$ cat src/rtl/zdram_pkg.sv
package zdram_pkg;
   typedef enum logic [2:0] {
      ST_IDLE    = 3'd0,
      ST_ROW     = 3'd1,
      ST_COL     = 3'd2,
      ST_REF_CAS = 3'd3,
      ST_REF_RAS = 3'd4,
      ST_PRECH   = 3'd5
   } seq_state_t;
endpackage

$ cat src/rtl/zdram_page_reg.sv
module zdram_page_reg #(
   parameter int PAGE_W = 8,
   parameter int PORT_W = 8,
   parameter logic [PORT_W-1:0] PORT_ADDR = 8'h1F
) (
   input  logic              clk,
   input  logic              rst_n,
   input  logic [PORT_W-1:0] port_addr,
   input  logic [PAGE_W-1:0] data_in,
   input  logic              iorq_n,
   input  logic              wr_n,
   input  logic              m1_n,
   output logic [PAGE_W-1:0] page_q
);
   logic hit;
   assign hit = !iorq_n && !wr_n && m1_n && (port_addr == PORT_ADDR);

   always_ff @(posedge clk or negedge rst_n) begin
      if (!rst_n)   page_q <= '0;
      else if (hit) page_q <= data_in;
   end


   other_port_ignored_chk: assert property (@(posedge clk) disable iff (!rst_n)
      (iorq_n || wr_n || (port_addr != PORT_ADDR)) |=> $stable(page_q));
endmodule

$ cat src/rtl/zdram_addr_mux.sv
module zdram_addr_mux #(
   parameter int CPU_AW  = 16,
   parameter int PAGE_W  = 8,
   parameter int DRAM_AW = 12
) (
   input  logic [CPU_AW-1:0]  cpu_addr,
   input  logic [PAGE_W-1:0]  page_q,
   input  logic               col_sel,
   output logic [DRAM_AW-1:0] dram_addr
);
   localparam int OFF_W   = CPU_AW - 1;
   localparam int HI_W    = OFF_W - DRAM_AW;
   localparam int COL_W   = HI_W + PAGE_W;
   localparam logic [PAGE_W-1:0] COMMON_PAGE = '1;

   logic [PAGE_W-1:0]  eff_page;
   logic [COL_W-1:0]   col_core;
   logic [DRAM_AW-1:0] col_addr;
   logic [DRAM_AW-1:0] row_addr;

   assign eff_page = cpu_addr[CPU_AW-1] ? COMMON_PAGE : page_q;
   assign col_core = {eff_page, cpu_addr[OFF_W-1:DRAM_AW]};
   assign row_addr = cpu_addr[DRAM_AW-1:0];

   generate
      if (HI_W < 1) begin : g_bad_split
         $error("row width leaves no offset bits for the column");
      end
      if (COL_W > DRAM_AW) begin : g_bad_col
         $error("column bits exceed the DRAM address width");
      end else if (COL_W == DRAM_AW) begin : g_col_full
         assign col_addr = col_core;
      end else begin : g_col_pad
         assign col_addr = {{(DRAM_AW-COL_W){1'b0}}, col_core};
      end
   endgenerate

   assign dram_addr = col_sel ? col_addr : row_addr;
endmodule

$ cat src/rtl/zdram_seq.sv
module zdram_seq
   import zdram_pkg::*;
(
   input  logic clk,
   input  logic rst_n,
   input  logic mreq_n,
   input  logic rfsh_n,
   input  logic rd_n,
   input  logic wr_n,
   output logic col_sel,
   output logic ras_n,
   output logic cas_n,
   output logic we_n,
   output logic wait_n
);
   seq_state_t st, st_nx;
   logic ref_armed;
   logic acc_req;

   assign acc_req = !mreq_n && rfsh_n;

   always_comb begin
      st_nx = st;
      unique case (st)
         ST_IDLE: begin
            if (acc_req)                              st_nx = ST_ROW;
            else if (!mreq_n && !rfsh_n && ref_armed) st_nx = ST_REF_CAS;
         end
         ST_ROW:     st_nx = mreq_n ? ST_PRECH : ST_COL;
         ST_COL:     if (mreq_n) st_nx = ST_PRECH;
         ST_REF_CAS: st_nx = ST_REF_RAS;
         ST_REF_RAS: st_nx = ST_PRECH;
         ST_PRECH:   st_nx = ST_IDLE;
         default:    st_nx = ST_IDLE;
      endcase
   end

   always_ff @(posedge clk or negedge rst_n) begin
      if (!rst_n) begin
         st        <= ST_IDLE;
         ref_armed <= 1'b1;
      end else begin
         st <= st_nx;
         if (st_nx == ST_REF_CAS) ref_armed <= 1'b0;
         else if (rfsh_n)         ref_armed <= 1'b1;
      end
   end

   assign ras_n   = !(st == ST_ROW || st == ST_COL || st == ST_REF_RAS);
   assign cas_n   = !(st == ST_COL || st == ST_REF_CAS || st == ST_REF_RAS);
   assign col_sel = (st == ST_COL);
   assign we_n    = !((st == ST_ROW || st == ST_COL) && !wr_n && rd_n);
   assign wait_n  = !(acc_req &&
                      (st == ST_REF_CAS || st == ST_REF_RAS || st == ST_PRECH));


   cbr_order_chk: assert property (@(posedge clk) disable iff (!rst_n)
      ($fell(ras_n) && !cas_n) |-> $past(!cas_n));

   ras_before_cas_chk: assert property (@(posedge clk) disable iff (!rst_n)
      ($fell(cas_n) && !ras_n) |-> $past(!ras_n));

   precharge_gap_chk: assert property (@(posedge clk) disable iff (!rst_n)
      $rose(ras_n) |-> (cas_n ##1 (ras_n && cas_n)));

   we_in_access_chk: assert property (@(posedge clk) disable iff (!rst_n)
      !we_n |-> (!ras_n && rfsh_n));

   wait_only_pending_chk: assert property (@(posedge clk) disable iff (!rst_n)
      !wait_n |-> (!mreq_n && ras_n == cas_n || !mreq_n));
endmodule

$ cat src/rtl/zdram_bank_ctrl.sv
module zdram_bank_ctrl #(
   parameter int CPU_AW  = 16,
   parameter int PAGE_W  = 8,
   parameter int DRAM_AW = 12,
   parameter int PORT_W  = 8,
   parameter logic [PORT_W-1:0] PORT_ADDR = 8'h1F
) (
   input  logic               clk,
   input  logic               rst_n,
   input  logic [CPU_AW-1:0]  cpu_addr,
   input  logic [PAGE_W-1:0]  cpu_data,
   input  logic               mreq_n,
   input  logic               iorq_n,
   input  logic               rd_n,
   input  logic               wr_n,
   input  logic               rfsh_n,
   input  logic               m1_n,
   output logic [DRAM_AW-1:0] dram_addr,
   output logic               dram_ras_n,
   output logic               dram_cas_n,
   output logic               dram_we_n,
   output logic               wait_n
);
   generate
      if (PORT_W > CPU_AW) begin : g_bad_port
         $error("port decode wider than CPU address");
      end
   endgenerate

   logic [PAGE_W-1:0] page_q;
   logic              col_sel;

   zdram_page_reg #(.PAGE_W(PAGE_W), .PORT_W(PORT_W), .PORT_ADDR(PORT_ADDR)) u_page (
      .clk(clk), .rst_n(rst_n), .port_addr(cpu_addr[PORT_W-1:0]),
      .data_in(cpu_data), .iorq_n(iorq_n), .wr_n(wr_n), .m1_n(m1_n),
      .page_q(page_q)
   );

   zdram_addr_mux #(.CPU_AW(CPU_AW), .PAGE_W(PAGE_W), .DRAM_AW(DRAM_AW)) u_mux (
      .cpu_addr(cpu_addr), .page_q(page_q), .col_sel(col_sel),
      .dram_addr(dram_addr)
   );

   zdram_seq u_seq (
      .clk(clk), .rst_n(rst_n), .mreq_n(mreq_n), .rfsh_n(rfsh_n),
      .rd_n(rd_n), .wr_n(wr_n), .col_sel(col_sel), .ras_n(dram_ras_n),
      .cas_n(dram_cas_n), .we_n(dram_we_n), .wait_n(wait_n)
   );


   reset_idle_chk: assert property (@(posedge clk)
      !rst_n |=> (dram_ras_n && dram_cas_n && wait_n));
endmodule

$ cat config.mk
export PLATFORM = sky130hd
export DESIGN_NAME = zdram_bank_ctrl
export DESIGN_NICKNAME = d
export VERILOG_FILES = /design/src/rtl/zdram_pkg.sv /design/src/rtl/zdram_page_reg.sv /design/src/rtl/zdram_addr_mux.sv /design/src/rtl/zdram_seq.sv /design/src/rtl/zdram_bank_ctrl.sv
export SDC_FILE = /design/constraint.sdc
export NUM_CORES = 1
export LEC_CHECK = 0
export ABC_AREA = 1
export ABC_CLOCK_PERIOD_IN_PS = 2200
export BUFFER_PORTS_ARGS = -buffer_cell sky130_fd_sc_hd__buf_4
export CORE_MARGIN = 1.5
export CORE_UTILIZATION = 30
export CTS_BUF_LIST = sky130_fd_sc_hd__clkbuf_16
export CTS_CLUSTER_DIAMETER = 50
export DETAILED_ROUTE_END_ITERATION = 8
export PLACE_DENSITY_LB_ADDON = 0.25
export SLEW_MARGIN = 20
export SYNTH_ARGS = -nofsm -noshare
export SYNTH_HDL_FRONTEND = slang
export SYNTH_HIERARCHICAL = 1
export SYNTH_SLANG_ARGS = --single-unit
$ cat constraint.sdc
create_clock -name clk -period 2.2 [get_ports clk]
set_input_delay 0.66 -clock clk [delete_from_list [all_inputs] [get_ports clk]]
set_output_delay 0.66 -clock clk [all_outputs]
set_load 0.01 [all_outputs]
==> results of run 1 <==
==> cell usage in the layout (no fill, tap or decap) <==
cell type  Yosys  final
dfrtp_1       11     10
nor3_1         1      1
inv_1         11     11
nand3_1        2      2
dfstp_2        1      1
nand2_2        4      4
a21oi_2        1      1
a21oi_1        1      1
nand3_2        1      1
nor2_1         5      5
inv_2          4      4
clkbuf_16      0      3
dfrtp_2        0      1
nor2_4         4      4
nand4_1        9      9
buf_4          0     50
nor2_2         4      4
nand2_1       55     55
o21ai_0       10     10
clkinv_1       0      1
o211ai_1       1      1
==> flip-flops by register name (all words and copies together) (netlist names) <==
name             flops
u_seq/st             3
u_seq/ref_armed      1
u_page/page_q        8
==> cell type report <==
type | count | area share (%)
Timing Repair Buffer | 50 | 28.3
Clock buffer | 3 | 5.67
Inverter | 15 | 4.25
Sequential cell | 12 | 22.9
Multi-Input combinational cell | 98 | 35.7
Clock inverter | 1 | 0.283
Tap cell | 31 | 2.93
==> metal layers <==
layer | up-vias | global-route usage (%) | wire, um
met5 | - | 0 | 0
met4 | 0 | 6.12 | 13
met3 | 2 | 1.84 | 135
met2 | 25 | 26.2 | 1210
met1 | 428 | 21.5 | 1060
li1 | 505 | - | -
==> logic make-up after synthesis <==
kind of cell           count (synthesis)  share of synthesized area (%)
buffers and inverters                 17                           9.24
and+or+nand+nor                       85                           47.1
DFF                                   12                           35.3
AOI/OAI and AO/OA                     13                           8.36
==> path summary, 6_finish.rpt <==
kind / startpoint / to / slack [ns] / cells past startpoint
worst max-delay path: u_seq/st[1] / dram_addr[7] / 0.10 / 7
worst min-delay path: rst_n / u_page/page_q[5] / 0.25 / 1
worst max register to register: u_seq/st[1] / u_seq/st[2] / 1.17 / 4
worst min register to register: u_page/page_q[4] / u_page/page_q[4] / 0.49 / 2
max in group asynchronous: rst_n / u_seq/ref_armed / 1.72 / 1
min in group clk: u_page/page_q[4] / u_page/page_q[4] / 0.49 / 2
==> power by group <==
part	total, mW	switching [mW]	internal, mW
registers	0.311	0.0455	0.265
logic	0.504	0.274	0.231
clock network	0.330	0.0911	0.239
total	1.15	0.411	0.735
==> worst reg2reg max path, delay by kind of cell, from the launching register on <==
family | cells | cell delay [ns]
buf+inv | 1 | 0.09
simple gates | 2 | 0.15
flops | 1 | 0.43
compound gates | 1 | 0.25
==> what timing repair did <==
item / CTS / global route
setup endpoints to repair: 0 / 11
resized for setup: 0 / 1
buffers inserted: 0 / 2
==> through the flow <==
| step | total power, mW | setup slack, ns | std cells | hold slack [ns] |
|---|---|---|---|---|
| 4_1_cts | 1.14 | 0.0380 | 208 | 0.255 |
| 3_5_place_dp | 0.799 | 0.296 | 204 | 0.471 |
| 5_1_grt | 1.22 | 0.00198 | 210 | 0.257 |
| 3_3_place_gp | 0.799 | 0.312 | 204 | 0.467 |
| 2_1_floorplan | 0.589 | 0.378 | 127 | 0.364 |
| 6_report | 1.15 | 0.102 | 210 | 0.251 |
==> impl_metrics.tcl, run 1 <==
set metrics [dict create \
    status "completed" \
    critPathRequiredTime_ns 1.54 \
    skew_ns 0.000177 \
    multi_input_area_um2 473 \
    tightest_slew_ns 0.239 \
    coreArea_um2 2730 \
    fill_cells 269 \
    fp.dieW_um 56.3 \
    cp_slowest_cell "dfrtp_2" \
    synth_cells 127 \
    routabilityCongestion 0.821 \
    regArea_um2 303 \
    antenna_found_initial 0 \
    ys_dominant_reg_cell "dfrtp_1" \
    max_stage_delay_ns 0.41 \
    synth-edff-count 0 \
    post_drt_wl_per_cell_um 11.5 \
    synth_cell_types 18 \
    numCtsBuffers 3 \
    synthTopCellsByCount "nand2_1 (55), dfrtp_1 (11), inv_1 (11)" \
    cp-end-kind "primary output" \
    critical_path.top_delay_family "buffers and inverters" \
    setup_viol 0 \
    hp-class "in -> async" \
    clk-insertion-delay-late_ns 0.24 \
    io_buffers 47 \
    grt_pass1_vias 912 \
    start_kind "register" \
    post-route-drc-count 0 \
    cts_tree "done" \
    grt_pass1_wl_um 4060 \
    p_per_area_nw_per_um2 864 \
    cap_violations 0 \
    slew_viol_final 0 \
    rsz0062_at_grt "no" \
    syn2layout_area_growth_pct 55.3 \
    clock_path_buffers 2 \
    cts_root_buf "clkbuf_16" \
    finalCriticalPeriod_ns 2.10 \
    fin_nets 212 \
    async_reset_ff_share_pct 100 \
    yosysSeqAreaShare_pct 35.3 \
    ctsHoldBuffers 0 \
    synth_area_leaders "dfrtp_1 (32%), nand2_1 (24%), nand4_1 (6.6%)" \
    cp_max_fo 12 \
    postLayoutCellArea_um2 1330 \
    drtAntennaViolNets 0 \
    maxSlewHeadroom_pct 84.1 \
    crit_path_cell_trace "inv_1 > nor3_1 > buf_4 > inv_2 > nand2_1 > nand2_1 > buf_4" \
    ir_drop_v 0.000588 \
    ys_seq_elements 12 \
    gr-total-overflow 0 \
    leakage_nw 0.752 \
    synth_top_area_share_pct 32.3 \
    drt-total-wl_um 2420 \
    syn_nets 159 \
    grt_use_total_pct 16.0 \
    viasPerCell 4.57 \
    crit_type "reg -> out" \
    drtIter0Drc 46 \
    die-area_um2 3170 \
    cp.arrival_ns 1.44 \
    num_rows 19 \
    fin_util_pct 48.5 \
    num_io_pins 48 \
    post-dp-hpwl_um 1920 \
    synth.avg_cell_area_um2 6.72 \
    hold_viol 0 \
    n_antenna_cell 0 \
    yosys_warnings 6 \
    dr_total_vias 960 \
    die_y_um 56.3 \
    finalCritPeriodShare_pct 95.4 \
    yosysMostFrequentCell "nand2_1" \
    htree_levels 1 \
    dr.pass1.iters 4 \
    yosys.area.top_type "dfrtp_1" \
    grt_start_max_net_pins 14 \
    clk_pin_slew_ns 0.04 \
    start_util_pct 31.2 \
    setup_tns_ns 0 \
    cts.sinks 12 \
    drive_gt1_share_pct 40.8 \
    clock.fmax_mhz 477 \
    critPathBufInv 4 \
    mappedNetlistArea_um2 853 \
    placed_area_um2 1230 \
]
No activity file was read; power rests on OpenSTA's default activity.
==> inputs of run 2 (changes only) <==
--- a/config.mk
+++ b/config.mk
@@ -9,7 +9,7 @@
 export ABC_CLOCK_PERIOD_IN_PS = 2200
 export BUFFER_PORTS_ARGS = -buffer_cell sky130_fd_sc_hd__buf_4
 export CORE_MARGIN = 1.5
-export CORE_UTILIZATION = 30
+export CORE_UTILIZATION = 43
 export CTS_BUF_LIST = sky130_fd_sc_hd__clkbuf_16
 export CTS_CLUSTER_DIAMETER = 50
 export DETAILED_ROUTE_END_ITERATION = 8
==> impl_metrics.tcl, run 2 (synthesis results as in run 1) <==
set metrics [dict create \
    cts.sinks 12 \
    n_antenna_cell 0 \
    antenna_found_initial 0 \
    seqPwrFrac_pct 27.4 \
    setup_tns_ns 0 \
    switching_share_pct 35.9 \
    status "completed" \
    drt-total-wl_um 2480 \
    cap_violations 0 \
    finalCritPeriodShare_pct 95.7 \
    final_common_cell "nand2_1" \
    internal-power_mw 0.740 \
    io_buffers 47 \
    fill_cells 148 \
    crit_path_cell_trace "nor3_1 > buf_4 > inv_2 > nand2_1 > nand2_1 > buf_4" \
    crit_type "reg -> out" \
    largest_register_ff_count 8 \
    maxSlewHeadroom_pct 85.2 \
    max_stage_delay_ns 0.43 \
    clk-insertion-delay-late_ns 0.23 \
    rsz0062_at_grt "no" \
    ir_drop_v 0.000657 \
    die-area_um2 2260 \
    hp-class "in -> async" \
    ctsHoldBuffers 0 \
    combinationalPowerShare_pct 44.0 \
    leakage_nw 0.750 \
    post-route-drc-count 0 \
    power.switching_mw 0.414 \
    setup_ws_ns 0.0946 \
    p_per_area_nw_per_um2 872 \
    fin_util_pct 73.4 \
    post_drt_wl_per_cell_um 12.2 \
    cts_root_buf "clkbuf_16" \
    cp-end-kind "primary output" \
    mostFrequentLayoutCells "nand2_1 (55), buf_4 (48), inv_1 (11)" \
    critical_path.top_delay_family "buffers and inverters" \
    cp_max_fo 11 \
    die_y_um 47.5 \
    drtIter0Drc 26 \
    dr.pass1.iters 4 \
    critPathRequiredTime_ns 1.54 \
    dr_total_vias 1009 \
    num_rows 15 \
    drtAntennaViolNets 0 \
    setup_viol 0 \
    fp.dieW_um 47.5 \
    coreArea_um2 1800 \
    numCtsBuffers 3 \
    drive_gt1_share_pct 40.4 \
    grt_pass1_vias 881 \
    cts_tree "done" \
    routabilityCongestion 0.845 \
    grt_pass1_wl_um 3590 \
    gr-total-overflow 0 \
    tightest_slew_ns 0.221 \
    cp.arrival_ns 1.45 \
    grt_start_max_net_pins 14 \
    hold_viol 0 \
    num_io_pins 48 \
    htree_levels 1 \
    start_kind "register" \
    clk_pin_slew_ns 0.04 \
    cp_slowest_cell "dfrtp_1" \
    start_util_pct 47.4 \
    clock.fmax_mhz 475 \
    top_regs "u_page/page_q (8), u_seq/st (3), u_seq/ref_armed (1)" \
    pre_cts_ws_ns 0.297 \
    viasPerCell 4.97 \
    fin_nets 211 \
    clock_path_buffers 2 \
    critPathBufInv 3 \
    regMostFlops "u_page/page_q" \
    grt_use_total_pct 22.8 \
    slew_viol_final 0 \
    skew_ns 0.000386 \
    finalCriticalPeriod_ns 2.11 \
    pwr-share-clk_pct 28.6 \
    post-dp-hpwl_um 1880 \
    syn2layout_area_growth_pct 55.0 \
]
==> run 2: timing repair <==
action | in CTS | in global routing
endpoints found under the hold margin | 0 | 0
setup endpoints to repair | 0 | 11
resized for setup | 0 | 1
buffers inserted | 0 | 1
==> run 2: power by group through the flow <==
stage,combinational (mW),clock [mW],sequential (mW)
6_report,0.508,0.330,0.316
5_1_grt,0.563,0.349,0.317
4_1_cts,0.489,0.335,0.313
3_5_place_dp,0.486,0,0.315
3_3_place_gp,0.475,0,0.312
2_1_floorplan,0.284,0,0.305
==> run 2: path summary, 6_finish.rpt <==
| path | from | endpoint | slack (ns) | depth (start not counted) |
|---|---|---|---|---|
| setup / recovery | u_seq/st[0] | dram_addr[4] | 0.09 | 6 |
| hold / removal | rst_n | u_page/page_q[5] | 0.26 | 1 |
| setup reg to reg | u_seq/st[0] | u_seq/st[2] | 1.18 | 4 |
| hold reg to reg | u_page/page_q[5] | u_page/page_q[5] | 0.48 | 2 |
| max in group asynchronous | rst_n | u_seq/ref_armed | 1.71 | 1 |
| min in group clk | u_page/page_q[5] | u_page/page_q[5] | 0.48 | 2 |
==> run 2: layout make-up <==
class / count / area (um^2) / area share (%)
Multi-Input combinational cell: 98 / 473 / 35.8
Clock inverter: 1 / 3.75 / 0.284
Inverter: 15 / 56.3 / 4.26
Clock buffer: 3 / 75.1 / 5.68
Sequential cell: 12 / 303 / 22.9
Tap cell: 25 / 31.3 / 2.37
Timing Repair Buffer: 49 / 380 / 28.8
==> run 2: stage by stage <==
step	cells	instance area, um^2	hold WS (ns)	power [mW]
global placement	198	1220	0.457	0.787
floorplan	127	853	0.364	0.589
global route	203	1320	0.264	1.23
detailed placement	198	1220	0.467	0.801
CTS	202	1300	0.259	1.14
finish	203	1320	0.258	1.15
==> run 2: per-layer routing <==
metal	track usage (%)	wire length [um]	up-vias
li1	-	-	505
met1	28.6	1020	451
met2	40.5	1250	51
met3	4.53	204	2
met4	4.86	10	0
met5	0	0	-
